File: config.mk
export PLATFORM = sky130hd
export DESIGN_NAME = sonet_framer
export DESIGN_NICKNAME = d
export VERILOG_FILES = /design/src/rtl/sfr_pkg.sv /design/src/rtl/sfr_byte_clk.sv /design/src/rtl/sfr_mark_det.sv /design/src/rtl/sfr_low_pick.sv /design/src/rtl/sfr_ref_div.sv /design/src/rtl/sonet_framer.sv
export SDC_FILE = /design/constraint.sdc
export NUM_CORES = 1
export LEC_CHECK = 0
export BUFFER_PORTS_ARGS = -buffer_cell sky130_fd_sc_hd__buf_4
export CORE_MARGIN = 5
export CORE_UTILIZATION = 57
export CTS_CLUSTER_DIAMETER = 60
export DETAILED_ROUTE_END_ITERATION = 10
export PLACE_DENSITY = 0.77
export SLEW_MARGIN = 0
export SYNTH_ARGS = -nofsm -noshare
export SYNTH_HDL_FRONTEND = slang
export SYNTH_SLANG_ARGS = --single-unit
File: constraint.sdc
create_clock -name clk_i -period 2.3 [get_ports clk_i]
set_clock_uncertainty 0.1 [all_clocks]
set_input_delay 0.115 -clock clk_i [delete_from_list [all_inputs] [get_ports clk_i]]
set_output_delay 0.115 -clock clk_i [all_outputs]
set_load 0.03 [all_outputs]
File: src/rtl/sfr_pkg.sv
package sfr_pkg;
  parameter int unsigned BYTE_W = 8;
  parameter logic [BYTE_W-1:0] MARK_A1 = 8'hF6;
  parameter logic [BYTE_W-1:0] MARK_A2 = 8'h28;
  typedef logic [BYTE_W-1:0] byte_t;
endpackage

File: src/rtl/sfr_byte_clk.sv
module sfr_byte_clk #(
  parameter int unsigned W = 8
) (
  input  logic clk_i,
  input  logic rst_ni,
  output logic strobe_o,
  output logic byte_clk_o
);
  localparam int unsigned PW = $clog2(W);
  localparam logic [PW-1:0] HALF = PW'(W / 2);
  localparam logic [PW-1:0] LAST = PW'(W - 1);

  logic [PW-1:0] phase_q;

  always_ff @(posedge clk_i or negedge rst_ni) begin
    if (!rst_ni)              phase_q <= '0;
    else if (phase_q == LAST) phase_q <= '0;
    else                      phase_q <= phase_q + 1'b1;
  end

  // the strobe edge moves phase into the low half, i.e. the falling byte edge
  assign strobe_o   = (phase_q == HALF - 1'b1);
  assign byte_clk_o = (phase_q < HALF);
endmodule

File: src/rtl/sfr_mark_det.sv
module sfr_mark_det
  import sfr_pkg::*;
#(
  parameter logic [BYTE_W-1:0] A1 = MARK_A1,
  parameter logic [BYTE_W-1:0] A2 = MARK_A2
) (
  input  logic  clk_i,
  input  logic  rst_ni,
  input  logic  strobe_i,
  input  byte_t byte_i,
  output logic  hit_o
);
  logic [2:0] st_q, st_d;
  logic is1, is2;

  assign is1 = (byte_i == A1);
  assign is2 = (byte_i == A2);

  always_comb begin
    unique case (st_q)
      3'd0, 3'd1, 3'd2: st_d = is1 ? 3'(st_q + 3'd1) : 3'd0;
      3'd3:             st_d = is2 ? 3'd4 : (is1 ? 3'd3 : 3'd0); // long A1 runs allowed
      3'd4:             st_d = is2 ? 3'd5 : (is1 ? 3'd1 : 3'd0);
      default:          st_d = is1 ? 3'd1 : 3'd0;
    endcase
  end

  always_ff @(posedge clk_i or negedge rst_ni) begin
    if (!rst_ni)       st_q <= '0;
    else if (strobe_i) st_q <= st_d;
  end

  assign hit_o = strobe_i && (st_q == 3'd5) && is2;
endmodule

File: src/rtl/sfr_low_pick.sv
module sfr_low_pick #(
  parameter int unsigned N = 8
) (
  input  logic [N-1:0]         req_i,
  output logic                 any_o,
  output logic [$clog2(N)-1:0] idx_o
);
  always_comb begin
    idx_o = '0;
    for (int i = N - 1; i >= 0; i--)
      if (req_i[i]) idx_o = ($clog2(N))'(i);
  end
  assign any_o = |req_i;
endmodule

File: src/rtl/sfr_ref_div.sv
module sfr_ref_div #(
  parameter int unsigned DIV_LO = 3,
  parameter int unsigned DIV_HI = 12
) (
  input  logic clk_i,
  input  logic rst_ni,
  input  logic rate_hi_i,
  output logic ref_clk_o
);
  localparam int unsigned CW = $clog2(DIV_HI + 1);
  localparam logic [CW-1:0] LIM_LO = CW'(DIV_LO);
  localparam logic [CW-1:0] LIM_HI = CW'(DIV_HI);

  logic [CW-1:0] cnt_q, cnt_d, lim;

  assign lim   = rate_hi_i ? LIM_HI : LIM_LO;
  assign cnt_d = (cnt_q >= lim - 1'b1) ? '0 : cnt_q + 1'b1;

  always_ff @(posedge clk_i or negedge rst_ni) begin
    if (!rst_ni) begin
      cnt_q     <= '0;
      ref_clk_o <= 1'b0;
    end else begin
      cnt_q     <= cnt_d;
      ref_clk_o <= (cnt_d < (lim >> 1));
    end
  end
endmodule

File: src/rtl/sonet_framer.sv
module sonet_framer
  import sfr_pkg::*;
#(
  parameter int unsigned DIV_LO = 3,
  parameter int unsigned DIV_HI = 12
) (
  input  logic              clk_i,
  input  logic              rst_ni,
  input  logic              ser_i,
  input  logic              oof_i,
  input  logic              rec_dis_i,
  input  logic              rate_hi_i,
  output logic              byte_clk_o,
  output logic [BYTE_W-1:0] data_o,
  output logic              sync_o,
  output logic              in_frame_o,
  output logic              ref_clk_o
);
  localparam int unsigned NROT = BYTE_W;
  localparam int unsigned RW   = $clog2(NROT);
  localparam int unsigned HW   = 2 * BYTE_W;

  logic          strobe;
  logic [HW-1:0] hist_q;
  byte_t         win [NROT];
  logic [NROT-1:0] hit;
  logic          any_hit;
  logic [RW-1:0] pick, rot_q;
  logic          oof_q, searching_q, oof_rise;

  sfr_byte_clk #(.W(BYTE_W)) u_bclk (
    .clk_i, .rst_ni, .strobe_o(strobe), .byte_clk_o
  );

  // newest bit enters at bit 0; higher index is older
  always_ff @(posedge clk_i or negedge rst_ni) begin
    if (!rst_ni) hist_q <= '0;
    else         hist_q <= {hist_q[HW-2:0], ser_i};
  end

  for (genvar r = 0; r < NROT; r++) begin : g_rot
    assign win[r] = hist_q[r +: BYTE_W];
    sfr_mark_det u_det (
      .clk_i, .rst_ni, .strobe_i(strobe), .byte_i(win[r]), .hit_o(hit[r])
    );
  end

  sfr_low_pick #(.N(NROT)) u_pick (.req_i(hit), .any_o(any_hit), .idx_o(pick));

  assign oof_rise = oof_i && !oof_q;

  always_ff @(posedge clk_i or negedge rst_ni) begin
    if (!rst_ni) begin
      oof_q       <= 1'b0;
      searching_q <= 1'b0;
      in_frame_o  <= 1'b1;
      rot_q       <= '0;
      data_o      <= '0;
      sync_o      <= 1'b0;
    end else begin
      oof_q <= oof_i;
      if (strobe) begin
        data_o <= win[rot_q];
        sync_o <= hit[rot_q];
        if (searching_q && !rec_dis_i && any_hit) begin
          rot_q       <= pick;
          data_o      <= win[pick];
          sync_o      <= 1'b1;
          searching_q <= 1'b0;
          in_frame_o  <= 1'b1;
        end
      end
      // a fresh request overrides a lock in the same cycle
      if (oof_rise && !rec_dis_i) begin
        searching_q <= 1'b1;
        in_frame_o  <= 1'b0;
      end
    end
  end

  sfr_ref_div #(.DIV_LO(DIV_LO), .DIV_HI(DIV_HI)) u_ref (
    .clk_i, .rst_ni, .rate_hi_i, .ref_clk_o
  );
endmodule

Word-level counts from Yosys, hierarchy flattened

Index checks and enable logic that the tools add are counted.

Input port bits: 6
Bits in registers: 62
Bits in latches: 0
Output and inout port bits: 12
Bits in read-only memories: 0
Bits in writable memories: 0
Memories: 0
Word-level logic and storage cells: 213

Multiply operators: 0
Bitwise operators: 2
Div/mod/pow operators: 0
Add/subtract/negate cells: 11
Shifts and indexed selects: 0
Reductions and logical operators: 43
Mux-type cells: 75
Equal/unequal tests: 58
$lt $le $gt $ge: 6

Operators by type and width:

| kind                  | number |
|---|---|
| $mux W3               | 33 |
| $pmux W3 S3           | 8 |
| $eq A8 B6 Y1 const B  | 8 |
| $eq A8 B8 Y1 const B  | 8 |
| $eq A3 B2 Y1 const B  | 17 |
| $eq A3 B3 Y1 const B  | 17 |
| $bmux W8 S3           | 2 |
| $mux W8               | 5 |
| $add A3 B1 Y3 const B | 9 |
| $eq A3 B1 Y1 const B  | 8 |
| $logic_not A3 Y1      | 8 |
| $reduce_or A3 Y1      | 8 |
| $logic_and A1 B1 Y1   | 20 |
| $mux W1               | 16 |
| $mux W2               | 8 |
| $ge A4 B4 Y1 const B  | 2 |
| $mux W4               | 2 |
| $not A3 Y4            | 2 |
| $reduce_or A8 Y1      | 1 |
| $add A4 B1 Y4 const B | 1 |
| $ge A4 B4 Y1          | 1 |
| $lt A3 B4 Y1 const B  | 1 |
| $lt A4 B3 Y1          | 1 |
| $reduce_and A2 Y1     | 2 |
| other kinds (5)       | 7 |

Logic depth before layout (Yosys ltp)

Depth in word-level cells: 16
Depth in mapped cells: 9
Mapped depth without buffers: 9

Cells and area by module

From an unflattened synthesis, not the netlist that was laid out.

Cells, all modules: 454
Area total of the unflattened synthesis: 4804.6 µm²

By module, submodules not included:

| module       | instances | cells each | area each (µm²) | sequential area each (µm²) |
|---|---|---|---|---|
| sfr_mark_det | 8         | 33         | 299.0           | 75.1 |
| sonet_framer | 1         | 140        | 1901.8          | 752.0 |
| sfr_ref_div  | 1         | 28         | 305.3           | 125.1 |
| sfr_byte_clk | 1         | 9          | 123.9           | 75.1 |
| sfr_low_pick | 1         | 13         | 81.3            | 0.0 |

Least setup slack after synthesis

Ideal clock, no wire load.

Kind: register to register
Start point: register u_bclk.phase_q[2]
End point: register rot_q[0]
Clock period less this slack: 2.190 ns
Path buffers: 2
Slack: 0.110 ns
Library setup time: 0.125 ns
Arrival time: 1.965 ns
Stages on the path, launching flop included: 10
Data required time: 2.075 ns
Path through: dfrtp_1 -> inv_1 -> ha_1 -> clkbuf_1 -> nand3_1 -> o22ai_2 -> o211a_4 -> or2_1 -> buf_6 -> mux2_4

Word-level cells in the longest chain between the ends: 11
Elaborated cells on any way between the ends: 28
Those cells by class: eq/ne (1); mux (8); reduce/logical (19)

RTL lines:

| element                           | RTL line           | source |
|---|---|---|
| from (decl)                       | sfr_byte_clk.sv:13 | `logic [PW-1:0] phase_q;` |
| from (signal assigned)            | sfr_byte_clk.sv:18 | `else phase_q <= phase_q + 1'b1;` |
| $eq A3 B2 Y1 (*)                  | sfr_byte_clk.sv:22 | `assign strobe_o = (phase_q == HALF - 1'b1);` |
| $logic_and A1 B1 Y1 (2 in series) | sfr_mark_det.sv:33 | `assign hit_o = strobe_i && (st_q == 3'd5) && is2;` |
| $mux W3 (8 in series)             | sfr_low_pick.sv:11 | `if (req_i[i]) idx_o = ($clog2(N))'(i);` |
| to (signal assigned)              | sonet_framer.sv:66 | `rot_q <= pick;` |
| to (decl)                         | sonet_framer.sv:28 | `logic [RW-1:0] pick, rot_q;` |

Mark *: on every way between the ends. The rest lies on a longest branch, timed or not.
A chain may end at the register's enable or synchronous reset.

Worst setup path after layout

Start point: register hist_q[6]
End point: register in_frame_o

Word-level cells in the longest chain between the ends: 6
Elaborated cells on any way between the ends: 18
Those cells by class: eq/ne (7); reduce/logical (11)

RTL lines:

| element                                 | RTL line           | source |
|---|---|---|
| from (decl)                             | sonet_framer.sv:24 | `logic [HW-1:0] hist_q;` |
| from (signal assigned)                  | sonet_framer.sv:38 | `else hist_q <= {hist_q[HW-2:0], ser_i};` |
| $eq A8 B6 Y1                            | sfr_mark_det.sv:17 | `assign is2 = (byte_i == A2);` |
| $logic_and A1 B1 Y1                     | sfr_mark_det.sv:33 |  |
| $reduce_or A8 Y1 (*)                    | sfr_low_pick.sv:13 | `assign any_o = \|req_i;` |
| $logic_and A1 B1 Y1 (*)                 | sonet_framer.sv:65 | `if (searching_q && !rec_dis_i && any_hit) begin` |
| $reduce_bool A2 Y1 (no source line) (*) | -                  |  |
| $reduce_and A2 Y1 (no source line) (*)  | -                  |  |
| to (signal assigned)                    | sonet_framer.sv:56 | `in_frame_o <= 1'b1;` |
| to (signal assigned)                    | sonet_framer.sv:70 | `in_frame_o <= 1'b1;` |
| to (signal assigned)                    | sonet_framer.sv:76 | `in_frame_o <= 1'b0;` |
| to (decl)                               | sonet_framer.sv:16 | `output logic in_frame_o,` |

Marks and branches as above.

==> results_dict.tcl <==
set metrics [dict create \
    status "complete, no violations" \
    syn_area_um2 4500 \
    fin_crit_sh 0.950 \
    numCtsBuffers 9 \
    clock_sinks 62 \
    start_util 0.583 \
    seqCellArea_um2 1560 \
    hp-class "primary input to register" \
    cap_violations 0 \
    cellPowerDensity_nw_per_um2 552 \
    syn_avg_cell_area_um2 8.93 \
    ys_async_sr_fraction 1.00 \
    pre_cts_slack_ps -15.4 \
    gp_congestion 0.879 \
    p_total_uw 2810 \
    grt_start_max_net_pins 63 \
    critical-path-slowest-cell "dfrtp_1" \
    synth_area_leader_cell "dfrtp_1" \
    crit_type "register to register" \
    fmax_mhz 458 \
    hpwlAfterDp_mm 7.39 \
    syn-num-nets 558 \
    hold_viol_final 0 \
    synth_xor_area_frac 0.00389 \
    fp.dieH_um 98.9 \
    clk_pin_slew_ps 70 \
    area_growth_syn_to_layout_pct 12.9 \
    grt_pass1_vias 3762 \
    slew_violations 0 \
    wl_mm 10.2 \
    whs_ps 176 \
    synthAdderAreaFrac 0.133 \
    nNetsFinal 585 \
    clock_path_buffers 2 \
    critPathRequiredTime_ps 2460 \
    ys_warn_count 0 \
    synth_cell_type_count 73 \
    yosysSeqAreaShare 0.345 \
    antenna_left 0 \
    worstPathCellList "nor2_1 -> nand4_1 -> a21oi_2 -> o211a_4 -> or2_1 -> buf_4 -> a2bb2oi_1" \
    max_slew_margin 0.466 \
    die_w_um 98.9 \
    grtUsageTotal 0.220 \
    drc 0 \
    core_um2 7730 \
    critPathArrivalTime_ps 2340 \
    clock-root-buffer "clkbuf_8" \
    cts_tree "done" \
    cp_top_family "simple AND/OR/NAND/NOR gates" \
    wl_per_cell_um 16.0 \
    start_kind "register" \
    critPathMaxStageDelay_ps 490 \
    vias_per_cell 6.01 \
    period_needed_ps 2190 \
    synth_edf_count 0 \
    syn_inst 504 \
    setup_viol 0 \
    p_leak_uw 0.00212 \
    endpoint_kind "register" \
    die-area_um2 9780 \
    insertion_delay_ps 340 \
    synthSimpleGateAreaFrac 0.226 \
    diodes 0 \
    synth_flop_cell "dfrtp_1" \
    num_vias 3832 \
    setup_slack_ps 115 \
    multiInputGateArea_um2 2660 \
    synth-compound-area-share 0.167 \
    synth_top_family_by_area "simple AND/OR/NAND/NOR gates" \
    drive_gt1_frac 0.153 \
    rows 32 \
    drtIter0Drc 184 \
    cp_max_fo 9 \
    fill_cells 608 \
    grt_pass1_wl_mm 17.6 \
    synth_top_area_frac 0.339 \
    tightest_slew_ps 801 \
    synthMuxAreaShare 0.0567 \
    overflow 0 \
    peakVddDrop_mv 0.559 \
    synth_area_leaders "dfrtp_1, ha_1, nand2_1, nor2_1, inv_1" \
    critPathBufInv 1 \
    ys_ff_latch 62 \
    io_pins 18 \
    port-buffer-count 17 \
    cts_max_level 3 \
    antenna_found_initial 0 \
    first_pass_iters 5 \
]
[power by group]
| group | internal (uW) | leakage [uW] | switching (uW) |
|---|---|---|---|
| logic | 192 | 0.00121 | 235 |
| registers | 1150 | 0.000787 | 59.9 |
| clock network | 749 | 0.000121 | 417 |
| total | 2090 | 0.00212 | 712 |
[repair_timing]
item | CTS | global route
hold buffers | 4 | 0
endpoints found under the hold margin | 65 | 0
buffers inserted | 1 | 0
gates resized for setup | 0 | 5
pin swaps | 0 | 0
endpoints found under the setup margin | 1 | 7
[registers in the layout, summed over array words and instances, names as in the netlist, 3 cells and up]
name and cells:
data_o 8, g_rot.u_det.st_q 24, hist_q 15, rot_q 3
u_bclk.phase_q 3, u_ref.cnt_q 4
[cell usage after synthesis, drive strengths merged (14+ instances only)]
master	n
nand2	58
o22ai	17
ha	48
nor2	44
mux2i	15
inv	44
nor3	17
buf	14
a21oi	20
o21ai	28
dfrtp	61
nand3	14
[final timing paths]
check / start / endpoint / slack, ps / cells past startpoint
setup / recovery: hist_q[6]$_DFF_PN0_ / in_frame_o$_DFFE_PN1P_ / 110 / 7
hold reg to reg: u_bclk.phase_q[0]$_DFF_PN0_ / u_bclk.phase_q[0]$_DFF_PN0_ / 330 / 1
min in group asynchronous: rst_ni / g_rot[7].u_det.st_q[1]$_DFFE_PN0N_ / 270 / 2
hold / removal: rate_hi_i / u_ref.ref_clk_o$_DFF_PN0_ / 180 / 5
max in group asynchronous: rst_ni / hist_q[7]$_DFF_PN0_ / 1210 / 2
setup reg to reg: hist_q[6]$_DFF_PN0_ / in_frame_o$_DFFE_PN1P_ / 110 / 7
[stage by stage]
step | std cells | area [um^2] | utilization | setup TNS (ps)
2_1_floorplan | 504 | 4500 | - | 0
5_1_grt | 638 | 5090 | 0.658 | -7.73
3_3_place_gp | 617 | 4780 | 0.619 | 0
3_5_place_dp | 617 | 4780 | 0.619 | -15.4
4_1_cts | 638 | 5070 | 0.656 | 0
6_report | 638 | 5090 | 0.658 | 0
[logic make-up after synthesis]
kind of cell,count (synthesis)
multiplexers,21
AO/OA/AOI/OAI,111
adder cells (fa/ha/maj),48
flip-flops,62
buffers and inverters,70
XOR/XNOR,2
AND/OR/NAND/NOR,190
[worst min-delay path: cells and delay by family]
kind | cells | cell delay [ps]
buffers and inverters | 2 | 160
AO/OA/AOI/OAI | 3 | 310
[cell usage in the layout (no fill, tap or decap), types with 3 or more instances in the layout]
cell	count
o21ai_0	28
nand2_1	58
dfrtp_1	59
nor2b_1	8
nand2b_1	8
bufinv_16	3
and3_1	3
mux4_2	3
a2bb2oi_1	3
clkbuf_8	10
mux2i_1	15
inv_1	43
dlygate4sd3_1	4
ha_1	47
buf_4	36
nand3_1	13
o31ai_1	3
nand4_1	6
nor3_1	16
a21oi_1	18
a21o_1	4
nor4_1	11
o22a_1	3
nor2_1	43
o211ai_1	4
o22ai_1	16
a22oi_1	5
a22o_1	3
[metal layers]
metal / routed length, um / track usage / vias to the layer above
met5: 0 / 0 / -
met4: 164 / 0.0714 / 0
met3: 515 / 0.0538 / 19
met2: 5010 / 0.376 / 115
met1: 4510 / 0.271 / 1851
li1: - / - / 1847
[final cells by class]
class,count,area share
clock buffers,12,0.0285
clock inverters,4,0.0187
inverters,44,0.0325
multi-input cells,372,0.522
flip-flops and latches,62,0.306
well taps,102,0.0251
repair buffers,42,0.0672
Note: power is estimated with default switching activity, not from simulation.
